File: src/rtl/fseq_pkg.sv
package fseq_pkg;

  typedef enum logic [1:0] {
    BR_EQ        = 2'b00,
    BR_NE        = 2'b01,
    BR_EQ_LIKELY = 2'b10,
    BR_NE_LIKELY = 2'b11
  } brKind_e;

  // Strobes from control to datapath for one cycle.
  typedef struct packed {
    logic hold;        // keep current fetch address
    logic loadTarget;  // steer fetch to the branch target
    logic annulSlot;   // squash the instruction now in fetch
  } seqStrobe_t;

endpackage

File: src/rtl/fseq_ctrl.sv
module fseq_ctrl
  import fseq_pkg::*;
#(
  parameter int DATA_W = 32
) (
  input  logic              stall,
  input  logic              brValid,
  input  brKind_e           brKind,
  input  logic [DATA_W-1:0] opA,
  input  logic [DATA_W-1:0] opB,
  output seqStrobe_t        strobe
);

  logic opsEqual;
  logic wantNe;
  logic isLikely;
  logic taken;

  always_comb begin
    opsEqual = (opA == opB);
    wantNe   = brKind[0];
    isLikely = brKind[1];
    taken    = brValid && (opsEqual ^ wantNe);

    strobe.hold       = stall;
    strobe.loadTarget = !stall && taken;
    strobe.annulSlot  = !stall && brValid && isLikely && !taken;
  end

endmodule

File: src/rtl/fseq_datapath.sv
module fseq_datapath
  import fseq_pkg::*;
#(
  parameter int              PC_W     = 32,
  parameter logic [PC_W-1:0] RESET_PC = 32'h0000_1000,
  parameter int              STEP     = 4
) (
  input  logic            clk,
  input  logic            rstN,
  input  seqStrobe_t      strobe,
  input  logic [PC_W-1:0] brTarget,
  output logic [PC_W-1:0] fetchPc,
  output logic [PC_W-1:0] nextPc,
  output logic            slotAnnul
);

  localparam logic [PC_W-1:0] StepVal = PC_W'(STEP);

  logic [PC_W-1:0] seqPc;

  always_comb begin
    seqPc = fetchPc + StepVal;
    if (strobe.hold)
      nextPc = fetchPc;
    else if (strobe.loadTarget)
      nextPc = brTarget;
    else
      nextPc = seqPc;
  end

  always_ff @(posedge clk or negedge rstN) begin
    if (!rstN) begin
      fetchPc   <= RESET_PC;
      slotAnnul <= 1'b0;
    end else begin
      fetchPc   <= nextPc;
      slotAnnul <= strobe.annulSlot;
    end
  end

endmodule

File: src/rtl/delayed_fetch_seq.sv
module delayed_fetch_seq
  import fseq_pkg::*;
#(
  parameter int              PC_W     = 32,
  parameter int              DATA_W   = 32,
  parameter logic [PC_W-1:0] RESET_PC = 32'h0000_1000,
  parameter int              STEP     = 4
) (
  input  logic              clk,
  input  logic              rstN,
  input  logic              stall,
  input  logic              brValid,
  input  logic [1:0]        brKind,
  input  logic [DATA_W-1:0] opA,
  input  logic [DATA_W-1:0] opB,
  input  logic [PC_W-1:0]   brTarget,
  output logic [PC_W-1:0]   fetchPc,
  output logic [PC_W-1:0]   nextPc,
  output logic              slotAnnul
);

  seqStrobe_t strobe;

  fseq_ctrl #(.DATA_W(DATA_W)) u_ctrl (
    .stall   (stall),
    .brValid (brValid),
    .brKind  (brKind_e'(brKind)),
    .opA     (opA),
    .opB     (opB),
    .strobe  (strobe)
  );

  fseq_datapath #(.PC_W(PC_W), .RESET_PC(RESET_PC), .STEP(STEP)) u_dp (
    .clk       (clk),
    .rstN      (rstN),
    .strobe    (strobe),
    .brTarget  (brTarget),
    .fetchPc   (fetchPc),
    .nextPc    (nextPc),
    .slotAnnul (slotAnnul)
  );

endmodule

File: config.mk
export PLATFORM = sky130hd
export DESIGN_NAME = delayed_fetch_seq
export DESIGN_NICKNAME = d
export VERILOG_FILES = /design/src/rtl/fseq_pkg.sv /design/src/rtl/fseq_ctrl.sv /design/src/rtl/fseq_datapath.sv /design/src/rtl/delayed_fetch_seq.sv
export SDC_FILE = /design/constraint.sdc
export NUM_CORES = 1
export LEC_CHECK = 0
export BUFFER_PORTS_ARGS = -buffer_cell sky130_fd_sc_hd__clkbuf_2
export CAP_MARGIN = 5
export CORE_MARGIN = 1.5
export CORE_UTILIZATION = 42
export CTS_CLUSTER_DIAMETER = 200
export DETAILED_ROUTE_END_ITERATION = 7
export PLACE_DENSITY = 0.81
export REMOVE_ABC_BUFFERS = 1
export SYNTH_ARGS = -nofsm -noshare
export SYNTH_HDL_FRONTEND = slang
export SYNTH_SLANG_ARGS = --single-unit
export TNS_END_PERCENT = 30
File: constraint.sdc
create_clock -name clk -period 3.95 [get_ports clk]
set_input_delay 0.79 -clock clk [delete_from_list [all_inputs] [get_ports clk]]
set_output_delay 0.79 -clock clk [all_outputs]
set_load 0.02 [all_outputs]
== After elaboration in Yosys (flattened, before gate mapping) ==
Index checks and enable logic that the tools add are counted.

* $add $sub $neg: 1
* Eq/ne operators: 1
* Mux-type cells: 2
* Bitwise logic cells: 1
* Reduce and logical (&&, ||, !) cells: 7

{| class="wikitable"
|+ Operators by type and width
! cell !! count
|-
| 32-bit 2-to-1 mux || 2
|-
| 32-bit by 3-bit adder with 32-bit output (second input constant) || 1
|-
| 32-bit equality test || 1
|-
| 1-bit logical AND || 5
|-
| 1-bit logical NOT || 2
|-
| 1-bit XOR || 1
|}

* Register bits: 33
* Output and inout bits: 65
* Word-level logic and storage cells: 14

== Longest topological paths before layout ==
Gate-level depths: netlist (run 1).

* Depth in word-level cells: 6
* Depth in mapped cells: 9
* Mapped depth without buffers: 8

== Cells and area by module ==
A second synthesis (run 1) with hierarchy kept.

* Cells, all modules: 281
* Area total of the unflattened synthesis: 2,333.5 um2

{| class="wikitable"
|+ By module, submodules not included
! module !! instances !! cells an instance !! area an instance (um2) !! seq. area each (um2)
|-
| fseq_datapath || 1 || 233 || 1,949.4 || 827.0
|-
| fseq_ctrl || 1 || 48 || 384.1 || 0.0
|}

== Worst setup path after synthesis (run 1) ==
No wires, ideal clock.

* Path type: input to output
* From: input port opB[14]
* To: output port nextPc[1]
* Arrival time: 2,891 ps
* Slack: 269 ps
* Stages: 8
* Cells stage by stage: xor2_1 nor4_1 nand4_1 nor2_1 mux2i_1 buf_2 clkbuf_1 mux2_2

* Word-level cells in the longest chain between the ends: 6

{| class="wikitable"
|+ Ends and longest elaborated chain
! what !! line !! source
|-
| start: declaration || delayed_fetch_seq.sv:15 || <nowiki>input logic [DATA_W-1:0] opB,</nowiki>
|-
| 32-bit equality test || fseq_ctrl.sv:20 || <nowiki>opsEqual = (opA == opB);</nowiki>
|-
| 1-bit XOR || fseq_ctrl.sv:23 || <nowiki>taken = brValid && (opsEqual ^ wantNe);</nowiki>
|-
| 1-bit logical AND || fseq_ctrl.sv:23 ||
|-
| 1-bit logical AND || fseq_ctrl.sv:26 || <nowiki>strobe.loadTarget = !stall && taken;</nowiki>
|-
| 32-bit 2-to-1 mux || fseq_datapath.sv:25 || <nowiki>else if (strobe.loadTarget)</nowiki>
|-
| 32-bit 2-to-1 mux || fseq_datapath.sv:23 || <nowiki>if (strobe.hold)</nowiki>
|-
| end: declaration || delayed_fetch_seq.sv:18 || <nowiki>output logic [PC_W-1:0] nextPc,</nowiki>
|}

No other way between the ends.

== Worst setup path after layout (run 1) ==
* From: input port opB[8]
* To: output port nextPc[18]

Same word-level chain as after synthesis.

==> results of run 1 <==
## kinds of logic (layout without fill, tap and decap cells)
kind of cell	Yosys count	after routing	share of synthesized area
fa+ha+maj	1	1	0.00511
buf+inv	18	186	0.0302
mux	12	12	0.0547
simple gates	119	119	0.261
flops	33	33	0.338
compound gates	63	63	0.193
xor+xnor	33	33	0.118
## stage by stage
| step | setup WS [ns] | TNS [ns] | instance area (sq um) | std cells |
|---|---|---|---|---|
| finish | 0.161 | 0 | 3480 | 519 |
| floorplan | -0.151 | -1.23 | 2380 | 264 |
| global route | 0.00361 | 0 | 3480 | 519 |
| CTS | 0.127 | 0 | 3480 | 519 |
| global placement | 0.192 | 0 | 3400 | 512 |
| detailed placement | 0.132 | 0 | 3400 | 512 |
## worst paths after layout
kind                                        from               end  cells past startpoint
min in group asynchronous                   rstN   u_dp.fetchPc[1]                      1
max in group asynchronous                   rstN   u_dp.fetchPc[7]                      1
worst max register to register  u_dp.fetchPc[12]  u_dp.fetchPc[25]                      7
worst min-delay path             u_dp.fetchPc[0]   u_dp.fetchPc[0]                      1
worst max-delay path                      opB[8]        nextPc[18]                     11
worst min register to register   u_dp.fetchPc[0]   u_dp.fetchPc[0]                      1
## where the power goes
part	internal, W	switching (W)	leakage [nW]
registers	0.000398	0.0000807	0.362
clock network	0.000138	0.000122	0.0443
logic	0.000222	0.000344	1.28
## final cells by class
type | count | area, sq um | area share
Inverter | 3 | 11.3 | 0.00323
Multi-Input combinational cell | 228 | 1550 | 0.445
Clock buffer | 7 | 86.3 | 0.0248
Timing Repair Buffer | 176 | 918 | 0.264
Tap cell | 72 | 90.1 | 0.0259
Sequential cell | 33 | 827 | 0.237
## placed cells by master (no fill, tap or decap), types with 2 or more instances in the layout
cell,n
a21oi_1,20
a221o_1,6
a311o_1,11
a311o_2,2
and2_1,10
and3_1,7
buf_4,9
clkbuf_2,166
clkbuf_8,6
dfrtp_1,32
inv_1,3
mux2_2,11
nand2_1,28
nand3_1,15
nand4_1,5
nor2_1,11
nor2b_1,2
nor3_1,6
nor4_1,9
o21ai_0,8
o22a_1,9
o311a_1,2
or2_2,3
or3_1,14
or4_1,5
xor2_1,32
## flip-flops by register name, summed over array words and instances (netlist names)
| signal | flops |
|---|---|
| u_dp.slotAnnul | 1 |
| u_dp.fetchPc | 32 |
## worst max-delay path, stage by stage
cell and delay (ns):
clkbuf_2 0.09, xor2_1 0.16, nor4_1 0.31, nand4_1 0.15
nor2_1 0.17, buf_4 0.15, mux2i_2 0.23, buf_4 0.22
mux2_2 0.35, o22a_1 0.21, clkbuf_2 0.16
## metal layers
layer  GRT usage  vias to the layer above  wire, microns
li1            -                     1385              -
met3      0.0586                       17            657
met5           0                        -              0
met1       0.295                     1301           3070
met4      0.0930                        0            177
met2       0.432                      127           3780
==> summary.txt, run 1 <==
Setup path
  • Worst setup SP type: input pin
  • Flop2flop setup slack: around 1.4 ns
  • WP data required: about 3.2 ns
  • Max FO, Critical Path: 11
  • Kind of critical path: input pin to output port
  • CP endpoint kind: output port
  • CP arrival: around 3 ns

CTS
  • H-tree Lvls: 2
  • # clock sinks: 33
  • Post-CTS Setup Inserts: 0
  • CTS root buf: clkbuf_8
  • Clock Pin Slew Worst Setup and Hold Paths: 0.07 ns
  • CTS Hold Bufs: 0
  • Clock tree buffer depth: 2
  • Cts bufs inserted: 5
  • Clock latency on the worst-skew pair: 0.29 ns
  • CTS tree: done
  • # resized after CTS: 0

Drt
  • DRT antenna net count: 0
  • Via count: 2830
  • Avg Vias per Cell: 5.45
  • Initial DRT Pass Iterations: 5
  • WL/cell: 14.8 microns
  • Number of remaining DRC errors: 0
  • WL final: 7680 microns
  • DR iter-0 viols: approximately 180

Logic synthesis
  • Synth cell count leaders: 32 x dfrtp_1, 32 x xor2_1, 28 x nand2_1
  • Post-synthesis register bit count: 33
  • Sequential-to-total area share from yosys stat: 0.338
  • Number of synthesized flops with an enable pin: 0
  • Synth area leader: dfrtp_1
  • Area share of the largest cell type after synthesis: 0.327
  • Post-synth ARST share: 1.00
  • Syn_area_per_cell: 8.77 sq um
  • Area contributors post-synth: dfrtp_1 33%, xor2_1 11%, mux2_2 5.1%, a311o_1 4.5%, nand2_1 4.3%
  • Synth warnings: 0
  • Cells after Synth: 279
  • Cell variety after synth: 39
  • Primary FF master, synth: dfrtp_1
  • Post-Syn Area: 0.00245 sq mm

Global routing
  • GR Overflow Total: 0
  • Total GRT Usage: 0.248
  • Vias in the first global route: 2806
  • Global-route wire length before repair: about 12000 microns
  • Initial antenna violation count: 0
  • Largest net degree at the start of global routing: between 50 and 60

Floorplan
  • FP Rows: 27
  • Core ar.: 0.00557 sq mm
  • Die area: between 0.006 and 0.007 sq mm
  • Die height: 79.3 microns
  • Die W: between 70 and 80 microns
  • IO Pins: 167
  • Starting Density: 0.439

STA
  • Hold WS: between 0.5 and 0.6 ns
  • Worst-margin pin slew: 0.865 ns
  • Final Critical Period: 3.79 ns
  • Worst clock skew: 0.00404 ns
  • Final Hold Viols: 0
  • Final setup violation count: 0
  • Crit share post-route: 0.959
  • Pins Over Slew Limit: 0
  • Fmax achieved: between 200 and 300 MHz
  • Slew margin rel.: 0.423
  • RSZ-0062 raised after global routing: false

Power and ir drop
  • Peak supply drop: 0.284 mV
  • Tot Pwr: 0.00130 W
  • Leak Pwr: 1.68 nW
  • Pwr dens: 374 mW/mm^2

Finish
  • Nets: 550
  • Area Overhead vs Synth: 42.3%
  • Finished Core Util: 0.625
  • N_diodes: 0
  • Share of post-route cells with drive strength above 1: 0.454
  • Fill cell count: between 500 and 600

Status
  • Status: complete, no violations

Job
  • Max-cap violation count: 0

Place
  • # port buffers: 166
  • GP Congestion: slightly below 0.8
  • HPWL Detailed: 6180 microns

Worst hold path
  • Tightest Hold Check Type: register to register
Power figures use the tool's default switching activity.
==> run 2, diff against run 1 <==
--- a/config.mk
+++ b/config.mk
@@ -8,12 +8,13 @@
 export BUFFER_PORTS_ARGS = -buffer_cell sky130_fd_sc_hd__clkbuf_2
 export CAP_MARGIN = 5
 export CORE_MARGIN = 1.5
-export CORE_UTILIZATION = 42
+export CORE_UTILIZATION = 41
 export CTS_CLUSTER_DIAMETER = 200
 export DETAILED_ROUTE_END_ITERATION = 7
-export PLACE_DENSITY = 0.81
+export PLACE_DENSITY = 0.8
 export REMOVE_ABC_BUFFERS = 1
 export SYNTH_ARGS = -nofsm -noshare
 export SYNTH_HDL_FRONTEND = slang
+export SYNTH_HIERARCHICAL = 1
 export SYNTH_SLANG_ARGS = --single-unit
 export TNS_END_PERCENT = 30
==> run 2 against run 1 <==
Via count is 4.2% higher. Register-to-register slack better by 0.51 ns. Synthesized cell count increased by 0.72%. Largest cell class unchanged. Non-clock buffer count is 5 higher. Sequential power up 4%. Critical path depth increased by 1. Design area is 1.1% higher.
==> summary.txt, run 2 <==
CTS
  • Clock latency on the worst-skew pair: 0.28 ns
  • CTS tree: done
  • Post-CTS Setup Inserts: 0
  • Cts bufs inserted: 5
  • # clock sinks: 33
  • H-tree Lvls: 2
  • Clock tree buffer depth: 2
  • Clock Pin Slew Worst Setup and Hold Paths: 0.07 ns
  • CTS root buf: clkbuf_8
  • CTS Hold Bufs: 0

Logic synthesis
  • Post-Syn Area: 0.00233 sq mm
  • Number of synthesized flops with an enable pin: 0
  • Cells after Synth: 281
  • Sequential-to-total area share from yosys stat: 0.354
  • Area share of the largest cell type after synthesis: 0.343
  • Syn_area_per_cell: 8.30 sq um
  • Primary FF master, synth: dfrtp_1
  • Post-synthesis register bit count: 33
  • Synth cell count leaders: 32 x dfrtp_1, 32 x xor2_1, 27 x nand2_1
  • Cell variety after synth: 49
  • Area contributors post-synth: dfrtp_1 34%, xor2_1 12%, nand2_1 4.3%, nor4_1 4.0%, o21ai_0 3.9%
  • Post-synth ARST share: 1.00
  • Synth area leader: dfrtp_1
  • Synth warnings: 6

Setup path
  • CP endpoint kind: output port
  • WP data required: 3.16 ns
  • CP arrival: 3.07 ns
  • Worst setup SP type: input pin
  • Max FO, Critical Path: 5
  • Kind of critical path: input pin to output port

Floorplan
  • FP Rows: 27
  • IO Pins: ~170
  • Core ar.: 0.00551 sq mm
  • Die W: slightly below 80 microns
  • Die height: 78.4 microns
  • Starting Density: 0.424
  • Die area: 0.00615 sq mm

Place
  • HPWL Detailed: 6650 microns
  • GP Congestion: 0.877
  • # port buffers: 166

Finish
  • N_diodes: 0
  • Finished Core Util: 0.639
  • Most frequent cells in the layout: 164 x clkbuf_2, 32 x xor2_1, 32 x dfrtp_1
  • Max reg flops: 32
  • Biggest regs: u_dp/fetchPc x32, u_dp/slotAnnul x1
  • Area Overhead vs Synth: 50.9%
  • Nets: 557
  • Most common cell after layout, fill and taps aside: clkbuf_2
  • Largest Register: u_dp/fetchPc
  • Share of post-route cells with drive strength above 1: 0.457

Power and ir drop
  • Leak Pwr: 1.70 nW
  • Sw frac: 0.420
  • Share of total power in combinational logic: 0.422
  • Peak supply drop: 0.252 mV
  • Psw: 0.000606 W
  • Pwr dens: 410 mW/mm^2
  • Int Power: 0.000837 W
  • Sequential share of power: 0.345
  • Clock group share of total power: 0.233

STA
  • Crit share post-route: 0.978
  • Post-Route Setup TNS: 0 ns
  • Slew margin rel.: 0.427
  • Pins Over Slew Limit: 0
  • Worst-margin pin slew: ~0.86 ns
  • Final Hold Viols: 0
  • Worst clock skew: 0.00519 ns
  • Final Critical Period: just under 4 ns
  • Fmax achieved: 259 MHz
  • Final setup violation count: 0

Global routing
  • Global-route wire length before repair: between 10000 and 15000 microns
  • Vias in the first global route: around 2700
  • Total GRT Usage: 0.266
  • Initial antenna violation count: 0
  • GR Overflow Total: 0
  • Largest net degree at the start of global routing: 34

Drt
  • WL final: 8440 microns
  • Initial DRT Pass Iterations: 5
  • Number of remaining DRC errors: 0
  • DR iter-0 viols: 195
  • WL/cell: approximately 16 microns
  • Via count: 2949
  • DRT antenna net count: 0
  • Avg Vias per Cell: 5.60

Job
  • Max-cap violation count: 0

Worst hold path
  • Tightest Hold Check Type: register to register

Status
  • Status: complete, no violations
## run 2: changes by cell type after synthesis, moves of 7 or more
cell,previous run,this run
o22ai_1,0,7
or3_1,14,2
o21ai_0,8,18
a311o_1,11,0
a22oi_1,1,10
mux2_2,11,1
a21oi_1,20,13
nor2_1,11,22
and2_1,10,1
o22a_1,9,1
## run 2: power by group through the flow
| stage | Sequential (W) | Clock (W) | Combinational (W) |
|---|---|---|---|
| global placement | 0.000498 | 0 | 0.000588 |
| CTS | 0.000495 | 0.000341 | 0.000606 |
| floorplan | 0.000567 | 0 | 0.000270 |
| detailed placement | 0.000501 | 0 | 0.000602 |
| global route | 0.000510 | 0.000363 | 0.000657 |
| finish | 0.000498 | 0.000336 | 0.000610 |
## run 2: per-layer routing
| layer | up-vias | track usage | share of wire |
|---|---|---|---|
| met1 | 1364 | 0.316 | 0.39 |
| met2 | 156 | 0.475 | 0.52 |
| li1 | 1415 | - | - |
| met3 | 14 | 0.0570 | 0.075 |
| met5 | - | 0 | 0 |
| met4 | 0 | 0.0839 | 0.018 |
## run 2: path summary, 6_finish.rpt
kind                       cells after the start            start               end  slack, ns
max                                           12          opB[29]        nextPc[21]       0.09
min                                            2  u_dp/fetchPc[0]   u_dp/fetchPc[0]       0.51
max reg2reg                                    6  u_dp/fetchPc[2]  u_dp/fetchPc[20]       1.91
min reg2reg                                    2  u_dp/fetchPc[0]   u_dp/fetchPc[0]       0.51
max in group asynchronous                      1             rstN  u_dp/fetchPc[13]       2.81
min in group asynchronous                      1             rstN   u_dp/fetchPc[9]       0.61
## run 2: kinds of logic after synthesis
| family | synth area share |
|---|---|
| xor gates and xnor gates | 0.120 |
| buffers and inverters | 0.0327 |
| DFF | 0.354 |
| muxes | 0.0177 |
| and+or+nand+nor | 0.257 |
| adders and majority gates | 0.00536 |
| AOI/OAI and AO/OA | 0.212 |
## run 2: timing repair
item                                    in CTS  in global routing
pin swaps                                    3                  5
gates resized for setup                      4                 17
endpoints found under the setup margin      10                 28
## run 2: worst max-delay path, cell delays in order
cell      delay, ns
clkbuf_2       0.09
xor2_1         0.15
nor4_1         0.33
nand4_1        0.19
or3_4          0.38
a21boi_4       0.21
inv_4          0.07
nor2_1         0.14
buf_4          0.17
a311oi_1       0.06
a211oi_2       0.27
clkbuf_2       0.22
## run 2: layout make-up
type	count	area (sq um)
flip-flops and latches	33	827
inverters	4	17.5
clock inverters	1	30.0
clock buffers	7	86.3
well taps	72	90.1
repair buffers	181	973
multi-input cells	229	1500
fillers	461	1990
## run 2: per-stage QoR
stage / setup WS, ns / power (W) / hold slack [ns] / area, sq um / cells
3_5_place_dp: -0.0924 / 0.00110 / 0.486 / 3330 / 519
3_3_place_gp: 0.0250 / 0.00109 / 0.478 / 3330 / 519
6_report: 0.0851 / 0.00144 / 0.506 / 3520 / 527
5_1_grt: -0.0117 / 0.00153 / 0.534 / 3520 / 527
4_1_cts: 0.0435 / 0.00144 / 0.504 / 3460 / 527
2_1_floorplan: -2.05 / 0.000837 / 0.494 / 2270 / 266
